<file path="src/rtl/arb_pkg.sv">
package arb_pkg;
   typedef enum logic [1:0] {
      OWN_NONE = 2'b00,
      OWN_CORE = 2'b01,
      OWN_DMA  = 2'b10
   } owner_t;

   typedef enum logic [1:0] {
      POL_DYNAMIC   = 2'b00,
      POL_DMA_FIRST = 2'b01,
      POL_ALTERNATE = 2'b10,
      POL_CORE_FIRST= 2'b11
   } policy_t;
endpackage

</file>
<file path="src/rtl/arb_decide.sv">
module arb_decide
   import arb_pkg::*;
#(
   parameter int PW = 2
) (
   input  logic          req_core,
   input  logic          req_dma,
   input  logic [PW-1:0] prio_core,
   input  logic [PW-1:0] prio_dma,
   input  logic [1:0]    policy,
   input  logic          turn_dma,
   output owner_t        winner,
   output logic          contended
);
   generate
      if (PW < 1) begin : g_bad_pw
         $error("arb_decide: PW must be at least 1");
      end
   endgenerate

   logic dma_wins_contest;

   always_comb begin
      unique case (policy_t'(policy))
         POL_DMA_FIRST:  dma_wins_contest = 1'b1;
         POL_CORE_FIRST: dma_wins_contest = 1'b0;
         POL_ALTERNATE:  dma_wins_contest = turn_dma;
         default:        dma_wins_contest = (prio_dma > prio_core);
      endcase
   end

   always_comb begin
      contended = req_core & req_dma;
      if (contended)     winner = dma_wins_contest ? OWN_DMA : OWN_CORE;
      else if (req_core) winner = OWN_CORE;
      else if (req_dma)  winner = OWN_DMA;
      else               winner = OWN_NONE;
   end

   always_comb begin
      AST_LONE_CORE: assert (!(req_core && !req_dma) || winner == OWN_CORE);
      AST_LONE_DMA:  assert (!(req_dma && !req_core) || winner == OWN_DMA);
   end
endmodule

</file>
<file path="src/rtl/arb_turn.sv">
module arb_turn (
   input  logic clk,
   input  logic rst_n,
   input  logic advance,
   input  logic core_won,
   output logic turn_dma
);
   always_ff @(posedge clk or negedge rst_n) begin
      if (!rst_n)       turn_dma <= 1'b0;
      else if (advance) turn_dma <= core_won;
   end

   AST_TURN_FLIPS: assert property (@(posedge clk) disable iff (!rst_n)
      advance |=> (turn_dma == $past(core_won)));
   AST_TURN_STILL: assert property (@(posedge clk) disable iff (!rst_n)
      !advance |=> $stable(turn_dma));
endmodule

</file>
<file path="src/rtl/arb_owner.sv">
module arb_owner
   import arb_pkg::*;
(
   input  logic   clk,
   input  logic   rst_n,
   input  logic   done,
   input  owner_t winner,
   output owner_t owner,
   output logic   arb_point
);
   assign arb_point = (owner == OWN_NONE) | done;

   always_ff @(posedge clk or negedge rst_n) begin
      if (!rst_n)         owner <= OWN_NONE;
      else if (arb_point) owner <= winner;
   end

   AST_NO_PREEMPT: assert property (@(posedge clk) disable iff (!rst_n)
      (owner != OWN_NONE && !done) |=> (owner == $past(owner)));
   AST_HANDOVER: assert property (@(posedge clk) disable iff (!rst_n)
      done |=> (owner == $past(winner)));
endmodule

</file>
<file path="src/rtl/bus_prio_arbiter.sv">
module bus_prio_arbiter
   import arb_pkg::*;
#(
   parameter int PW = 2
) (
   input  logic          clk,
   input  logic          rst_n,
   input  logic          core_req,
   input  logic [PW-1:0] core_prio,
   input  logic          dma_req,
   input  logic [PW-1:0] dma_prio,
   input  logic [1:0]    bus_policy,
   input  logic          access_done,
   output logic          core_gnt,
   output logic          dma_gnt
);
   owner_t winner, owner;
   logic   contended, turn_dma, arb_point, advance;

   arb_decide #(.PW(PW)) u_decide (
      .req_core (core_req),
      .req_dma  (dma_req),
      .prio_core(core_prio),
      .prio_dma (dma_prio),
      .policy   (bus_policy),
      .turn_dma (turn_dma),
      .winner   (winner),
      .contended(contended)
   );

   arb_owner u_owner (
      .clk      (clk),
      .rst_n    (rst_n),
      .done     (access_done),
      .winner   (winner),
      .owner    (owner),
      .arb_point(arb_point)
   );

   assign advance = arb_point & contended & (bus_policy == POL_ALTERNATE);

   arb_turn u_turn (
      .clk     (clk),
      .rst_n   (rst_n),
      .advance (advance),
      .core_won(winner == OWN_CORE),
      .turn_dma(turn_dma)
   );

   assign core_gnt = (owner == OWN_CORE);
   assign dma_gnt  = (owner == OWN_DMA);

   AST_ONE_GRANT: assert property (@(posedge clk) disable iff (!rst_n)
      $onehot0({core_gnt, dma_gnt}));
   AST_IDLE_NO_GRANT: assert property (@(posedge clk) disable iff (!rst_n)
      (arb_point && !core_req && !dma_req) |=> !(core_gnt || dma_gnt));
   AST_DMA_FIRST: assert property (@(posedge clk) disable iff (!rst_n)
      (arb_point && core_req && dma_req && bus_policy == 2'b01) |=> dma_gnt);
   AST_CORE_FIRST: assert property (@(posedge clk) disable iff (!rst_n)
      (arb_point && core_req && dma_req && bus_policy == 2'b11) |=> core_gnt);
   AST_DYN_TIE: assert property (@(posedge clk) disable iff (!rst_n)
      (arb_point && core_req && dma_req && bus_policy == 2'b00 && core_prio == dma_prio)
      |=> core_gnt);
endmodule

</file>
<file path="config.mk">
export PLATFORM = sky130hd
export DESIGN_NAME = bus_prio_arbiter
export DESIGN_NICKNAME = d
export VERILOG_FILES = /design/src/rtl/arb_pkg.sv /design/src/rtl/arb_decide.sv /design/src/rtl/arb_turn.sv /design/src/rtl/arb_owner.sv /design/src/rtl/bus_prio_arbiter.sv
export SDC_FILE = /design/constraint.sdc
export NUM_CORES = 1
export LEC_CHECK = 0
export ABC_CLOCK_PERIOD_IN_PS = 2450
export BUFFER_PORTS_ARGS = -buffer_cell sky130_fd_sc_hd__buf_2
export CORE_AREA = 2 2 39 41
export DETAILED_ROUTE_END_ITERATION = 7
export DIE_AREA = 0 0 41 43
export HOLD_SLACK_MARGIN = 0.02
export PLACE_DENSITY = 0.41
export SLEW_MARGIN = 10
export SYNTH_ARGS = -nofsm -noshare
export SYNTH_HDL_FRONTEND = slang
export SYNTH_SLANG_ARGS = --single-unit
</file>
<file path="constraint.sdc">
create_clock -name clk -period 2.45 [get_ports clk]
set_input_delay 0.49 -clock clk [delete_from_list [all_inputs] [get_ports clk]]
set_output_delay 0.49 -clock clk [all_outputs]
set_load 0.1 [all_outputs]
</file>
==> results of run 1 <==
-- where the power goes --
| part | internal, µW | switching, µW |
|---|---|---|
| combinational | 30.7 | 59.0 |
| sequential | 63.5 | 14.6 |
| clock | 60.9 | 24.9 |
| total | 155 | 98.4 |
-- metrics by stage --
step | area, µm² | setup slack [ns] | util
2_1_floorplan | 236 | 0.214 | -
3_3_place_gp | 317 | 0.946 | 0.229
3_5_place_dp | 317 | 0.924 | 0.229
4_1_cts | 343 | 0.692 | 0.248
5_1_grt | 343 | 0.643 | 0.248
6_report | 343 | 0.706 | 0.248
-- state kept, by name (all words and copies together), names as in the netlist --
signal / cells
u_turn.turn_dma: 1
u_owner.owner: 2
-- worst max path at each step --
stage                           from          endpoint  slack [ns]  depth (start not counted)
CTS                 u_owner.owner[1]          core_gnt        0.69                          2
finish              u_owner.owner[1]          core_gnt        0.71                          2
detailed placement      core_prio[1]  u_owner.owner[1]        0.92                          6
global route        u_owner.owner[1]          core_gnt        0.64                          2
global placement    u_owner.owner[1]          core_gnt        0.95                          2
floorplan           u_owner.owner[1]           dma_gnt        0.21                          1
-- placed cells by master, fill, tap and decap left out --
| cell type | count |
|---|---|
| o21bai_1 | 1 |
| a32o_1 | 1 |
| o21ai_0 | 1 |
| a32oi_1 | 1 |
| ha_1 | 2 |
| dfrtp_1 | 3 |
| xnor2_1 | 1 |
| nand2_1 | 1 |
| nand4_1 | 1 |
| a21oi_1 | 1 |
| and2b_1 | 1 |
| nand2b_1 | 2 |
| nor2b_1 | 3 |
| clkbuf_4 | 3 |
| inv_1 | 5 |
| a221oi_2 | 1 |
| a31o_1 | 1 |
| buf_2 | 12 |
| clkbuf_1 | 1 |
-- layout make-up --
| type | instances | area (µm²) |
|---|---|---|
| Fill cell | 157 | 1040 |
| Multi-Input combinational cell | 18 | 143 |
| Sequential cell | 3 | 75.1 |
| Timing Repair Buffer | 12 | 60.1 |
| Clock buffer | 4 | 26.3 |
| Tap cell | 16 | 20.0 |
| Inverter | 5 | 18.8 |
-- cells by family (layout without fill, tap and decap cells) --
kind of cell / Yosys count / count (layout) / share of synthesized area
buf+inv: 5 / 21 / 0.0794
fa+ha+maj: 2 / 2 / 0.106
simple gates: 8 / 8 / 0.206
xor+xnor: 1 / 1 / 0.0370
flops: 3 / 3 / 0.317
compound gates: 7 / 7 / 0.254
-- per-layer routing --
metal	wire, µm	vias up
met5	0	-
met4	0	0
met3	53	0
met2	214	12
met1	226	111
li1	-	123
==> results.ini, run 1 <==
[yosys]
synth_commonest_cells = 5 x inv_1, 3 x dfrtp_1, 3 x nor2b_1
synthesis.area_um2 = 236
ys_top_cells_by_area = dfrtp_1 32%, ha_1 11%, inv_1 7.9%
synth_nets = 39
synth-seq-cells = 3
ys_async_sr_fraction = 1.00
yosys.area.top_type_share = 0.317
yosysTopAreaCell = dfrtp_1
synth_edf_count = 0
seq_area_frac_synth = 0.317
syn_avg_cell_area_um2 = 9.10
yosysWarnings = 0
syn_inst = 26
yosysMostFrequentCell = inv_1
synthFlopType = dfrtp_1
yosys.cell_types.count = 16

[global_routing]
grt.busiest_layer = met2
grt_use_met3 = 0.0314
grt_max_degree = 6
gr-usage-all-layers = 0.0782
grtUsageMet2 = 0.106
grt_use_met1 = 0.103
gr-total-overflow = 0
grt_pass1_wl_um = 945
grt_antenna_before_repair = 0
grt_pass1_vias = 237

[cts]
cts_sinks = 3
postCtsSetupRepairBufs = 0
cts_hold_buf = 0
clk_latency_ns = 0.23
clkTransAtPathRegs_ns = 0.04
cts_buffer_depth = 2
numCtsBuffers = 3
cts_tree = built
cts-resized-gates = 0
h-tree-depth = 1
cts-root-buf = clkbuf_4

[finish]
finalNetCount = 56
stdcell_count = 58
area_growth_pct = 45.0
diodes = 0
layout-drive-gt1-share = 0.381

[detailed_routing]
viasPerCell = 4.24
num_vias = 246
drc_errors = 0
routed_wirelength_um = 495
drt_iter0_markers = 11
wl_per_cell_um = 8.53
ant_nets = 0
first_pass_iters = 4

[power_and_ir_drop]
finalPower_uw = 254
peakVddDrop_uv = 179
powerDensity_nw_per_um2 = 740
leakage_uw = 0.000179

[worst_setup_path]
crit_path_end_kind = output pin
cp-start-kind = flop
required_ns = 1.96
crit_type = flop to output pin
cp_num_buf_inv = 1
crit_chain = and2b_1 > buf_2
r2r-start = u_owner.owner[1]
critical_path.max_stage_delay_ns = 0.41
slowest_stage = dfrtp_1
reg2reg_to = u_owner.owner[0]
rrSetupSlack_ns = 1.38
worstPathArrival_ns = 1.25
critPathMaxFanout = 5
r2r_cells = 3
cpLargestDelayFamily = flip-flops

[timing]
post-route-min-period_ns = 1.74
tightest_slew_ns = 0.483
max_freq_mhz = 573
max-slew-margin-rel = 0.680
fin_tns_setup_ns = 0
timing.final.crit_share = 0.712
hold_viol = 0
rsz0062_at_grt = no
worst_hold_slack_ns = 0.0415
setup_viol_count_final = 0
fin_skew_ns = 0.00644
finalMaxSlewViolations = 0

[placed_design]
dp_cells = 54
dp_hpwl_um = 427
port_buffers = 12
routabilityCongestion = 0.623

[min_path]
hold_path_class = input port to async pin

[die]
die_w_um = 41
die_area_um2 = 1760
die_height_um = 43
coreArea_um2 = 1380
initial_core_util = 0.171
core.rowCount = 14
ios = 13

[run_status]
outcome = finished clean

[flow_run]
max_cap_violations = 0

Power figures use the tool's default switching activity.
==> run 2, diff against run 1 <==
- ABC_CLOCK_PERIOD_IN_PS: 2450 -> 1700
- clock period: 2.45 -> 1.7 ns (I/O delays scaled with it)
==> run 2 against run 1 <==
Effect of this change:
- clock skew fell by 0.0050 ns
- critical path depth did not move
- clock-buffer cell count did not move
- critical path type unchanged
- highest routed layer unchanged
==> results.ini, run 2 (synthesized netlist as in run 1, its figures left out) <==
[global_routing]
grt_max_degree = 6  ; unchanged
gr-total-overflow = 0  ; unchanged
grt_pass1_wl_um = 786  ; -17%
gr-usage-all-layers = 0.0703  ; -0.00795
grt_use_met3 = 0.0471  ; +0.0157
grtUsageMet2 = 0.0906  ; -0.0156
grt_pass1_vias = 193  ; -19%
grt_use_met1 = 0.0836  ; -0.0190
grt_antenna_before_repair = 0  ; unchanged
grt.busiest_layer = met2

[cts]
cts_tree = built
h-tree-depth = 1  ; unchanged
clkTransAtPathRegs_ns = 0.04  ; about the same
postCtsSetupRepairBufs = 0  ; unchanged
numCtsBuffers = 3  ; unchanged
cts_sinks = 3  ; unchanged
clk_latency_ns = 0.23  ; about the same
cts-root-buf = clkbuf_4
cts-resized-gates = 0  ; unchanged
cts_buffer_depth = 2  ; unchanged

[finish]
regMostFlops = u_owner.owner
finalInstanceArea_um2 = 355  ; +3.6%
finalNetCount = 57  ; +1.8%
final_cell_mix = 12 x buf_2, 5 x inv_1, 3 x clkbuf_4, 3 x dfrtp_1
largest_reg_flops = 2  ; unchanged
top_regs = u_owner.owner x2, u_turn.turn_dma x1
final_common_cell = buf_2
multi_input_area_um2 = 145  ; +1.8%
area_growth_pct = 50.3
layout-drive-gt1-share = 0.395  ; +0.0144
regArea_um2 = 75.1  ; unchanged
diodes = 0  ; unchanged
fill_cells = 150  ; -4.5%

[timing]
setup_viol_count_final = 0  ; unchanged
max_freq_mhz = 632
max-slew-margin-rel = 0.680  ; about the same
fin_tns_setup_ns = 0  ; unchanged
finalMaxSlewViolations = 0  ; unchanged
hold_viol = 0  ; unchanged
post-route-min-period_ns = 1.58
timing.final.crit_share = 0.930
rsz0062_at_grt = no
tightest_slew_ns = 0.483  ; -0.000452 ns
fin_skew_ns = 0.00141  ; -0.00503 ns

[die]
ios = 13  ; unchanged
core.rowCount = 14  ; unchanged
die_w_um = 41  ; unchanged
initial_core_util = 0.171  ; unchanged
coreArea_um2 = 1380  ; unchanged
die_area_um2 = 1760  ; unchanged
die_height_um = 43  ; unchanged

[power_and_ir_drop]
powerDensity_nw_per_um2 = 1040  ; +40%
peakVddDrop_uv = 358  ; +100%
leakage_uw = 0.000184  ; +2.7%

[worst_setup_path]
cp_num_buf_inv = 1  ; unchanged
crit_chain = and2b_1 > buf_2
critical_path.max_stage_delay_ns = 0.41  ; about the same
worstPathArrival_ns = 1.24  ; about the same
slowest_stage = buf_2
crit_path_end_kind = output pin
critPathMaxFanout = 5  ; unchanged
crit_type = flop to output pin
cp-start-kind = flop
required_ns = 1.36  ; -0.60 ns
cpLargestDelayFamily = buffers and inverters

[detailed_routing]
num_vias = 233  ; -5.3%
routed_wirelength_um = 493  ; -0.40%
viasPerCell = 3.95  ; -6.9%
drc_errors = 0  ; unchanged
drt_iter0_markers = 6  ; -5
wl_per_cell_um = 8.36  ; -2.1%
first_pass_iters = 5  ; +1
ant_nets = 0  ; unchanged

[placed_design]
routabilityCongestion = 0.655  ; +5.1%
placed_area_um2 = 319  ; +0.79%
port_buffers = 12  ; unchanged
dp_hpwl_um = 431  ; +0.82%

[min_path]
hold_path_class = input port to flop

[flow_run]
max_cap_violations = 0  ; unchanged

[run_status]
outcome = finished clean

[run 2: final timing paths]
kind | from | to | slack [ns] | cells past startpoint
max in group asynchronous | rst_n | u_owner.owner[0] | 1.16 | 2
max reg2reg | u_owner.owner[1] | u_owner.owner[0] | 0.65 | 3
max | u_owner.owner[1] | core_gnt | 0.12 | 2
min in group asynchronous | rst_n | u_turn.turn_dma | 0.43 | 2
min reg2reg | u_turn.turn_dma | u_turn.turn_dma | 0.50 | 1
min | dma_req | u_owner.owner[1] | 0.37 | 3
[run 2: power breakdown]
group          internal, µW  total, µW  leakage (µW)  switching (µW)
logic                  46.4        132      0.000133            85.6
clock network          87.9        124     0.0000150            35.8
registers              91.5        112     0.0000357            20.5
[run 2: per-stage QoR]
step           hold WS (ns)  power, µW  instances  worst slack (ns)   util
5_1_grt               0.403        398         59            0.0548  0.257
2_1_floorplan        0.0444        213         26             0.131      -
4_1_cts               0.360        377         59             0.106  0.257
6_report              0.367        368         59             0.118  0.257
3_5_place_dp          0.138        245         54             0.299  0.231
3_3_place_gp          0.138        247         54             0.337  0.231
[run 2: cell type report]
type	count	area share
multi-input combinational	18	0.408
sequential	3	0.211
inverter	5	0.0528
timing repair buffer	13	0.197
tap	16	0.0563
clock buffer	4	0.0739
[run 2: metal layers]
layer	share of wire	wire, µm	up-vias
li1	-	-	125
met2	0.41	204	12
met4	0	0	0
met3	0.099	49	0
met5	0	0	-
met1	0.48	239	96
[run 2: what timing repair did]
| action | 4_1_cts | 5_1_grt |
|---|---|---|
| endpoints found under the hold margin | 3 | 0 |
| hold buffers | 1 | 0 |
| endpoints found under the setup margin | 0 | 0 |
[run 2: worst register-to-register path, cell delays in order, from the launching register on]
cell	delay (ns)
dfrtp_1	0.39
nand2b_1	0.10
a32o_1	0.26
a31o_1	0.18
==> run 3, diff against run 2 <==
- RECOVER_POWER: not set -> 25
==> run 3 against run 2 <==
Effect of this change:
- sequential power about the same
- largest power group unchanged
- total power hardly changed
- combinational power is essentially flat
- first-iteration DRC count is the same
- highest routed layer unchanged
- setup slack is the same
- sequential share of layout area is 0.075 points higher
- critical path depth unchanged
==> results.ini, run 3 (synthesized netlist as in run 1, its figures left out) <==
[power_and_ir_drop]
comb_power_share = 0.358  ; about the same
leakage_uw = 0.000181  ; -1.5%
finalPower_uw = 367  ; about the same
p_sw_uw = 142  ; about the same
peakVddDrop_uv = 358  ; about the same
powerDensity_nw_per_um2 = 1040  ; +0.26%
clkPwrFrac = 0.337  ; about the same
sw_frac_of_total = 0.386  ; about the same
p_seq_frac = 0.305  ; about the same
power.internal_uw = 226  ; -0.15%

[cts]
cts_sinks = 3  ; unchanged
h-tree-depth = 1  ; unchanged
numCtsBuffers = 3  ; unchanged
cts-root-buf = clkbuf_4
clkTransAtPathRegs_ns = 0.04  ; about the same
cts-resized-gates = 0  ; unchanged
clk_latency_ns = 0.23  ; about the same
cts_tree = built
cts_buffer_depth = 2  ; unchanged

[placed_design]
placed_area_um2 = 319  ; unchanged
port_buffers = 12  ; unchanged
dp_slack_ns = 0.299  ; unchanged
dp_cells = 54  ; unchanged
routabilityCongestion = 0.655  ; unchanged
dp_hpwl_um = 431  ; unchanged

[timing]
hold_viol = 0  ; unchanged
max_freq_mhz = 632  ; unchanged
worst_slack_ns = 0.118  ; unchanged
fin_tns_setup_ns = 0  ; unchanged
tightest_slew_ns = 0.483  ; unchanged
post-route-min-period_ns = 1.58  ; unchanged
setup_viol_count_final = 0  ; unchanged
timing.final.crit_share = 0.930  ; unchanged
rsz0062_at_grt = no
fin_skew_ns = 0.00141  ; unchanged
max-slew-margin-rel = 0.680  ; unchanged
finalMaxSlewViolations = 0  ; unchanged

[min_path]
hold_path_depth = 3  ; unchanged
holdPathEnd = u_owner.owner[1]
hp-start = dma_req
hold_path_class = input port to flop

[worst_setup_path]
crit_type = flop to output pin
worstPathArrival_ns = 1.24  ; about the same
critPathMaxFanout = 5  ; unchanged
slowest_stage = buf_2
required_ns = 1.36  ; about the same
reg2reg_to = u_owner.owner[0]
rrSetupSlack_ns = 0.65  ; about the same
r2r-start = u_owner.owner[1]
crit_path_end_kind = output pin
cp-start-kind = flop
cp_num_buf_inv = 1  ; unchanged
cpLargestDelayFamily = buffers and inverters
crit_chain = and2b_1 > buf_2
critical_path.max_stage_delay_ns = 0.41  ; about the same
r2r_cells = 3  ; unchanged

[die]
initial_core_util = 0.171  ; unchanged
die_height_um = 43  ; unchanged
die_w_um = 41  ; unchanged
ios = 13  ; unchanged
core.rowCount = 14  ; unchanged
die_area_um2 = 1760  ; unchanged
coreArea_um2 = 1380  ; unchanged

[detailed_routing]
drc_errors = 0  ; unchanged
wl_per_cell_um = 8.32  ; -0.41%
routed_wirelength_um = 491  ; -0.41%
first_pass_iters = 5  ; unchanged
num_vias = 233  ; unchanged
viasPerCell = 3.95  ; unchanged
drt_iter0_markers = 6  ; unchanged
ant_nets = 0  ; unchanged

[global_routing]
grt_pass1_vias = 193  ; unchanged
gr-total-overflow = 0  ; unchanged
gr-usage-all-layers = 0.0703  ; unchanged
grt_antenna_before_repair = 0  ; unchanged
grt_max_degree = 6  ; unchanged
grt_pass1_wl_um = 786  ; unchanged

[finish]
stdcell_count = 59  ; unchanged
largest_reg_flops = 2  ; unchanged
top_regs = u_owner.owner x2, u_turn.turn_dma x1
layout-drive-gt1-share = 0.372  ; -0.0233
finalInstanceArea_um2 = 354  ; -0.35%
area_growth_pct = 49.7
final_cell_mix = 11 x buf_2, 5 x inv_1, 3 x clkbuf_4, 3 x dfrtp_1
regMostFlops = u_owner.owner
final_common_cell = buf_2
finalNetCount = 57  ; unchanged
diodes = 0  ; unchanged

[flow_run]
max_cap_violations = 0  ; unchanged

[run_status]
outcome = finished clean

-- run 3: cell types whose count changed in the layout (fill, tap and decap cells not counted), sizes merged --
cell,delta
buf,-1
clkbuf,+1
-- run 3: layer usage --
layer	wire [µm]	track usage	part of all wire
met2	204	0.0906	0.42
met3	49	0.0471	0.10
met4	0	0.0400	0
met5	0	0	0
met1	238	0.0836	0.48
-- run 3: cell type report --
| cell class | count | area (µm²) |
|---|---|---|
| fillers | 150 | 1030 |
| flip-flops and latches | 3 | 75.1 |
| multi-input cells | 18 | 145 |
| inverters | 5 | 18.8 |
| repair buffers | 13 | 68.8 |
| well taps | 16 | 20.0 |
| clock buffers | 4 | 26.3 |
-- run 3: worst max path at each step --
| stage | startpoint | slack, ns | cells past startpoint | endpoint |
|---|---|---|---|---|
| finish | u_owner.owner[1] | 0.12 | 2 | core_gnt |
| detailed placement | core_prio[1] | 0.30 | 6 | u_owner.owner[1] |
| CTS | u_owner.owner[1] | 0.11 | 2 | core_gnt |
| global route | u_owner.owner[1] | 0.05 | 2 | core_gnt |
| global placement | core_prio[1] | 0.34 | 6 | u_owner.owner[1] |
| floorplan | u_owner.owner[1] | 0.13 | 1 | dma_gnt |
-- run 3: timing repair --
| action | CTS | global route |
|---|---|---|
| hold endpoints to repair | 3 | 0 |
| hold buffers | 1 | 0 |
| buffers inserted | 0 | 0 |
-- run 3: power groups by stage --
stage               sequential (µW)  combinational, µW  clock [µW]
floorplan                       109                104           0
global placement                115                132           0
detailed placement              113                133           0
CTS                             113                133         130
global route                    117                142         139
finish                          112                132         124
-- run 3: metrics by stage --
step	utilization	hold WS (ns)
final	0.256	0.367
after global routing	0.256	0.403
after CTS	0.257	0.360
after detailed placement	0.231	0.138
after global placement	0.231	0.138
after floorplan	-	0.0444
-- run 3: worst reg2reg max path, delay by kind of cell, from the launching register on --
kind               cells  cell delay, ns
and+or+nand+nor        1            0.10
AOI/OAI and AO/OA      2            0.44
DFF                    1            0.39
